===== config.mk =====
export PLATFORM = sky130hd
export DESIGN_NAME = bit_flip_unit
export DESIGN_NICKNAME = d
export VERILOG_FILES = /design/src/rtl/btu_pkg.sv /design/src/rtl/btu_decode.sv /design/src/rtl/btu_addr_gen.sv /design/src/rtl/btu_phase_seq.sv /design/src/rtl/bit_flip_unit.sv
export SDC_FILE = /design/constraint.sdc
export NUM_CORES = 1
export LEC_CHECK = 0
export ABC_AREA = 1
export BUFFER_PORTS_ARGS = -buffer_cell sky130_fd_sc_hd__buf_4
export CAP_MARGIN = 20
export CORE_MARGIN = 2
export CORE_UTILIZATION = 35
export CTS_BUF_LIST = sky130_fd_sc_hd__clkbuf_16
export DETAILED_ROUTE_END_ITERATION = 10
export GPL_TIMING_DRIVEN = 0
export SYNTH_ARGS = -nofsm -noshare
export SYNTH_HDL_FRONTEND = slang
export SYNTH_SLANG_ARGS = --single-unit

===== constraint.sdc =====
create_clock -name clk -period 2 [get_ports clk]
set_input_delay 0.1 -clock clk [delete_from_list [all_inputs] [get_ports clk]]
set_output_delay 0.1 -clock clk [all_outputs]
set_load 0.01 [all_outputs]

===== src/rtl/btu_pkg.sv =====
package btu_pkg;
  parameter int INSTR_W = 16;
  parameter int OPC_W   = 4;
  parameter int BIT_W   = 3;
  parameter int FILE_W  = 8;
  parameter logic [OPC_W-1:0] OPC_TOGGLE = 4'b0111;

  typedef enum logic [2:0] {
    PH_IDLE, PH_Q1, PH_Q2, PH_Q3, PH_Q4
  } phase_t;

  typedef enum logic [1:0] {
    AM_LOW, AM_HIGH, AM_BANKED, AM_INDEXED
  } amode_t;

  typedef struct packed {
    logic [BIT_W-1:0]  bit_sel;
    logic              banked;
    logic [FILE_W-1:0] file;
  } fields_t;
endpackage


===== src/rtl/btu_decode.sv =====
module btu_decode
  import btu_pkg::*;
(
  input  logic [INSTR_W-1:0] instr,
  output logic               is_toggle,
  output fields_t            fields
);
  localparam int OPC_LSB = INSTR_W - OPC_W;

  // opcode compare, R3 field extraction
  always_comb begin
    is_toggle      = (instr[INSTR_W-1:OPC_LSB] == OPC_TOGGLE);
    fields.bit_sel = instr[FILE_W+1+:BIT_W];
    fields.banked  = instr[FILE_W];
    fields.file    = instr[FILE_W-1:0];
  end
endmodule


===== src/rtl/btu_addr_gen.sv =====
module btu_addr_gen
  import btu_pkg::*;
#(
  parameter int ADDR_W              = 12,
  parameter int BANK_W              = 4,
  parameter logic [FILE_W-1:0] SPLIT = 8'h60,
  parameter bit IDX_EN              = 1'b1
) (
  input  logic [FILE_W-1:0] file,
  input  logic              banked,
  input  logic [BANK_W-1:0] bank,
  input  logic [ADDR_W-1:0] idx,
  input  logic              ext_en,
  output logic [ADDR_W-1:0] ea,
  output amode_t            mode
);
  localparam int PAGE_W = ADDR_W - FILE_W;
  localparam logic [PAGE_W-1:0] TOP_PAGE = {PAGE_W{1'b1}};

  logic              low_half;
  logic              idx_sel;
  logic [ADDR_W-1:0] idx_sum;

  assign low_half = (file < SPLIT);

  generate
    if (IDX_EN) begin : g_idx
      assign idx_sel = !banked && ext_en && low_half;
      assign idx_sum = idx + {{PAGE_W{1'b0}}, file};
    end else begin : g_noidx
      assign idx_sel = 1'b0;
      assign idx_sum = '0;
    end
  endgenerate

  always_comb begin
    if (banked) begin
      mode = AM_BANKED;
      ea   = {bank[PAGE_W-1:0], file};
    end else if (idx_sel) begin
      mode = AM_INDEXED;
      ea   = idx_sum;
    end else if (low_half) begin
      mode = AM_LOW;
      ea   = {{PAGE_W{1'b0}}, file};
    end else begin
      mode = AM_HIGH;
      ea   = {TOP_PAGE, file};
    end
  end
endmodule


===== src/rtl/btu_phase_seq.sv =====
module btu_phase_seq
  import btu_pkg::*;
(
  input  logic   clk,
  input  logic   rst,
  input  logic   start,
  output phase_t phase,
  output logic   busy
);
  phase_t nxt;

  always_comb begin
    case (phase)
      PH_IDLE: nxt = start ? PH_Q1 : PH_IDLE;
      PH_Q1:   nxt = PH_Q2;
      PH_Q2:   nxt = PH_Q3;
      PH_Q3:   nxt = PH_Q4;
      default: nxt = PH_IDLE;
    endcase
  end

  always_ff @(posedge clk) begin
    if (rst) begin
      phase <= PH_IDLE;
      busy  <= 1'b0;
    end else begin
      phase <= nxt;
      busy  <= (nxt != PH_IDLE);
    end
  end

  AST_Q1_TO_Q2: assert property (@(posedge clk) disable iff (rst)
    phase == PH_Q1 |=> phase == PH_Q2);
  AST_NO_RESTART: assert property (@(posedge clk) disable iff (rst)
    (phase != PH_IDLE && phase != PH_Q4) |=> phase != PH_IDLE && phase != PH_Q1);
endmodule


===== src/rtl/bit_flip_unit.sv =====
module bit_flip_unit
  import btu_pkg::*;
#(
  parameter int ADDR_W = 12,
  parameter int DATA_W = 8,
  parameter int BANK_W = 4,
  parameter bit IDX_EN = 1'b1
) (
  input  logic               clk,
  input  logic               rst,
  input  logic               instr_valid,
  input  logic [INSTR_W-1:0] instr,
  input  logic [BANK_W-1:0]  bsr,
  input  logic [ADDR_W-1:0]  idx_ptr,
  input  logic               ext_en,
  output logic [ADDR_W-1:0]  mem_addr,
  output logic               mem_rd_en,
  input  logic [DATA_W-1:0]  mem_rdata,
  output logic               mem_wr_en,
  output logic [DATA_W-1:0]  mem_wdata,
  output logic               busy,
  output logic               done
);
  localparam int NBITS = 1 << BIT_W;

  phase_t            phase;
  logic              is_toggle;
  logic              accept;
  fields_t           dec_f;
  fields_t           cur_f;
  logic [BANK_W-1:0] cur_bank;
  logic [ADDR_W-1:0] cur_idx;
  logic              cur_ext;
  logic [ADDR_W-1:0] ea;
  amode_t            mode;
  amode_t            mode_q;
  logic [DATA_W-1:0] flip_mask;

  btu_decode u_dec (
    .instr     (instr),
    .is_toggle (is_toggle),
    .fields    (dec_f)
  );

  assign accept = instr_valid && is_toggle && (phase == PH_IDLE);

  btu_phase_seq u_seq (
    .clk   (clk),
    .rst   (rst),
    .start (accept),
    .phase (phase),
    .busy  (busy)
  );

  btu_addr_gen #(
    .ADDR_W (ADDR_W),
    .BANK_W (BANK_W),
    .IDX_EN (IDX_EN)
  ) u_agen (
    .file   (cur_f.file),
    .banked (cur_f.banked),
    .bank   (cur_bank),
    .idx    (cur_idx),
    .ext_en (cur_ext),
    .ea     (ea),
    .mode   (mode)
  );

  generate
    for (genvar i = 0; i < DATA_W; i++) begin : g_mask
      if (i < NBITS) begin : g_sel
        assign flip_mask[i] = (cur_f.bit_sel == i[BIT_W-1:0]);
      end else begin : g_none
        assign flip_mask[i] = 1'b0;
      end
    end
  endgenerate

  // Operand capture on acceptance
  always_ff @(posedge clk) begin
    if (rst) begin
      cur_f    <= '0;
      cur_bank <= '0;
      cur_idx  <= '0;
      cur_ext  <= 1'b0;
    end else if (accept) begin
      cur_f    <= dec_f;
      cur_bank <= bsr;
      cur_idx  <= idx_ptr;
      cur_ext  <= ext_en;
    end
  end

  // Memory side: address and read strobe leave Q1, write leaves Q3
  always_ff @(posedge clk) begin
    if (rst) begin
      mem_addr  <= '0;
      mem_rd_en <= 1'b0;
      mem_wr_en <= 1'b0;
      mem_wdata <= '0;
      done      <= 1'b0;
      mode_q    <= AM_LOW;
    end else begin
      mem_rd_en <= (phase == PH_Q1);
      mem_wr_en <= (phase == PH_Q3);
      done      <= (phase == PH_Q3);
      if (phase == PH_Q1) begin
        mem_addr <= ea;
        mode_q   <= mode;
      end
      if (phase == PH_Q3) begin
        mem_wdata <= mem_rdata ^ flip_mask;
      end
    end
  end

  AST_IDLE_QUIET: assert property (@(posedge clk) disable iff (rst)
    !busy |-> !mem_rd_en && !mem_wr_en && !done);
  AST_RD_THEN_WR: assert property (@(posedge clk) disable iff (rst)
    mem_rd_en |=> ##1 mem_wr_en && done);
  AST_WR_SAME_ADDR: assert property (@(posedge clk) disable iff (rst)
    mem_wr_en |-> mem_addr == $past(mem_addr, 2));
  AST_ONE_BIT_FLIP: assert property (@(posedge clk) disable iff (rst)
    mem_wr_en |-> $countones(mem_wdata ^ $past(mem_rdata)) == 1);
  AST_DONE_BUSY: assert property (@(posedge clk) disable iff (rst)
    done |-> busy);
  AST_BANK_ADDR: assert property (@(posedge clk) disable iff (rst)
    (mem_rd_en && mode_q == AM_BANKED) |-> mem_addr[ADDR_W-1:FILE_W] == cur_bank[ADDR_W-FILE_W-1:0]);
  AST_HIGH_PAGE: assert property (@(posedge clk) disable iff (rst)
    (mem_rd_en && mode_q == AM_HIGH) |-> &mem_addr[ADDR_W-1:FILE_W]);
endmodule


==> reports/qor.csv <==
stage,metric,value,unit
outcome,status,"complete, no violations",
global_routing,grt_overflow_total,0,
synth,ys_types,33,
route,drt_iter0_markers,124,
power_and_ir_drop,pwr-share-comb,9.1,%
setup_path,critPathMaxStageDelay,0.41,ns
setup_path,critPathMostFrequentCell,nand3_1,
final_layout,syn_to_final_growth,29.62,%
timing,hold_violations,0,
timing,setup_violations,0,
job,max-cap-violations,0,
final_layout,drive_gt1_share,22.17,%
final_layout,nets,494,
setup_path,rr_worst_depth,10,
setup_path,cp-endpoint,mem_addr[8]$_SDFFE_PP0P_,
cts,clk_path_buf_depth,2,
global_routing,gr-usage-met1,23.35,%
timing,drv_slew,0,
setup_path,cp_max_fo,3,
global_routing,grt_antenna_before_repair,0,
route,drt_pass1_iterations,4,
placement,port_buffers,67,
final_layout,diodes,0,
placement,gp_congestion,0.8685,
cts,clkTransAtPathRegs,0.07,ns
cts,clk_latency,0.29,ns
power_and_ir_drop,pwr-share-clk,42.6,%
power_and_ir_drop,intPower,1.794,mW
worst_hold_path,hold-path-cell-count,2,
synth,yosysWarnings,0,
setup_path,cp.arrival,2.03,ns
power_and_ir_drop,switching_power,514.3,uW
cts,root_buffer,clkbuf_16,
floorplan,fp.dieH,92.10,um
global_routing,busiest_layer,met2,
route,drtAntennaViolNets,0,
timing,clock_skew,0.009107,ns
floorplan,die_area,8481,sq um
timing,min_period,1.801,ns
timing,max_slew_margin,57.21,%
global_routing,grt_pass1_wl,12250,um
setup_path,worstPathCellList,"ha_2, inv_1, fa_1, inv_1, nand3_1, nand3_2, nand2_1, nand3_1, nand3_1, a21oi_1",
cts,cts_hold_buf,0,
global_routing,use_met2,31.07,%
route,routed_wl,7279,um
synth,syn_area_per_cell,7.402,sq um
setup_path,timing.rr.end,mem_addr[8]$_SDFFE_PP0P_,
global_routing,grt_util_all_layers,18.10,%
floorplan,start_util,35.71,%
cts,post_cts_buffers,0,
setup_path,rrSetupSlack,0.20,ns
power_and_ir_drop,p_sw_share,22.28,%
synth,syn-num-nets,420,
route,num_vias,2602,
power_and_ir_drop,p_leak,1.624,nW
final_layout,final_area,3521,sq um
setup_path,cp-end-kind,register,
setup_path,worstPathRequired,2.23,ns
setup_path,crit_slowest_cell,fa_1,
power_and_ir_drop,power_density,655.5,nW/um^2
global_routing,grt_max_degree,17,
placement,hpwl,5737,um
setup_path,r2r-start,cur_f[0]$_SDFFE_PP0P_,
synth,yosysSeqAreaShare,39.80,%
synth,ys_ff_latch,54,
cts,cts_buffers,5,
cts,cts_tree,built,
route,viasPerCell,4.783,
timing,fin_crit_sh,90.06,%
route,post_drt_wl_per_cell,13.38,um
placement,placed_cell_area,3347,sq um
global_routing,grtUsageMet3,4.108,%
setup_path,setup.worst_path.start,cur_f[0]$_SDFFE_PP0P_,
setup_path,critPathLaunchType,register,
timing,timing.fmax,555.2,MHz
power_and_ir_drop,ir_drop,0.0003348,V
synth,synthCells,367,
floorplan,rows,32,
floorplan,die_x,92.10,um
cts,htreeDepth,2,
cts,clock_sinks,54,
timing,grt_setup_unrepaired,false,
global_routing,grt_pass1_vias,2604,
timing,tns,0,ns
worst_hold_path,hold_class,in2reg,
timing,worst_pin_slew,0.6384,ns
power_and_ir_drop,pwr-share-seq,48.3,%
synth,netlist_area,2716,sq um
route,drc,0,
floorplan,io_pins,68,
floorplan,core,7607,sq um
setup_path,critPathKind,reg2reg,
per-stage QoR:
step                      std cells  util [%]  hold WS (ns)  power (mW)  setup slack (ns)
after global routing            544     46.28      0.002532       2.390           0.04432
after global placement          536     44.00        0.3180       1.348            0.1336
after CTS                       544     46.18      0.002086       2.326           0.09614
after detailed placement        536     44.00        0.3180       1.351            0.1170
final                           544     46.28      0.002905       2.308            0.1988
after floorplan                 367         -        0.1691       1.238            0.3930
routing by layer:
metal	vias up	routed length (um)
met1	1174	3326
met4	0	66
met2	60	3495
met5	-	0
met3	8	391
li1	1360	-
synthesized netlist by cell type, drive strengths merged:
library cell / count / area share [%]
dfxtp: 54 / 40
nand2: 54 / 7.9
o21ai: 51 / 9.5
nor2: 47 / 6.8
a21oi: 43 / 7.9
inv: 42 / 6.0
nand3: 25 / 4.6
buf: 9 / 3.2
ha: 8 / 3.7
nor3: 7 / 2.3
xor2: 7 / 2.3
clkbuf: 4 / 0.55
a21o: 3 / 0.83
nand4: 3 / 0.69
xnor2: 3 / 0.97
o211ai: 2 / 0.55
fa: 1 / 0.74
nand3b: 1 / 0.41
nor3b: 1 / 0.69
o221ai: 1 / 0.32
or2: 1 / 0.23
power by group through the flow:
stage | clock network, mW | logic, mW | registers, mW
2_1_floorplan | 0 | 0.0984 | 1.14
3_3_place_gp | 0 | 0.208 | 1.14
3_5_place_dp | 0 | 0.211 | 1.14
4_1_cts | 0.999 | 0.212 | 1.12
5_1_grt | 1.04 | 0.235 | 1.12
6_report | 0.984 | 0.209 | 1.11
worst min path at each step:
stage / from / end
finish: rst / u_seq.phase[1]$_SDFF_PP0_
floorplan: rst / u_seq.phase[0]$_SDFF_PP0_
global placement: rst / u_seq.phase[0]$_SDFF_PP0_
global route: rst / u_seq.phase[1]$_SDFF_PP0_
CTS: rst / u_seq.phase[0]$_SDFF_PP0_
detailed placement: rst / u_seq.phase[1]$_SDFF_PP0_
repair_timing:
| action | CTS | global route |
|---|---|---|
| endpoints found under the hold margin | 0 | 0 |
| gates resized for setup | 0 | 2 |
| setup endpoints to repair | 0 | 1 |
registers in the layout, summed over array words and instances, names as in the netlist:
register and count:
cur_bank 4, cur_ext 1, cur_f 12, cur_idx 12
mem_addr 12, mem_rd_en 1, mem_wdata 8, u_seq.busy 1
u_seq.phase 3
layout by cell type, fill, tap and decap left out, types with 2 or more instances in the layout:
master,count
a21o_1,3
nor3_4,2
nand2_1,51
dfxtp_1,54
clkbuf_1,4
o21ai_0,39
buf_4,70
xnor2_1,3
nand3_1,24
nand2_2,2
nor2_1,46
nor3_1,4
buf_6,4
xor2_1,7
clkbuf_16,5
nand4_1,3
ha_1,7
o21ai_1,11
a21oi_1,43
inv_1,41
o211ai_1,2
cells by family after synthesis:
family	share of synthesized area, %
AO/OA/AOI/OAI	19.16
flip-flops	39.80
XOR/XNOR	3.225
buffers and inverters	9.764
AND/OR/NAND/NOR	23.63
adder cells (fa/ha/maj)	4.422
cell type report:
type	instances	area, sq um
plain buffers	13	102.6
clock buffers	5	125.1
clock inverters	3	41.29
fillers	812	4086
inverters	42	162.7
multi-input cells	258	1378
flip-flops and latches	54	1081
well taps	102	127.6
repair buffers	67	503.0
worst max-delay path, delay by kind of cell (launching register included):
kind | cells | cell delay [ns]
adder cells (fa/ha/maj) | 2 | 0.63
flip-flops | 1 | 0.36
buffers and inverters | 2 | 0.16
AO/OA/AOI/OAI | 1 | 0.14
AND/OR/NAND/NOR | 5 | 0.45
(Power assumes the default switching activity.)
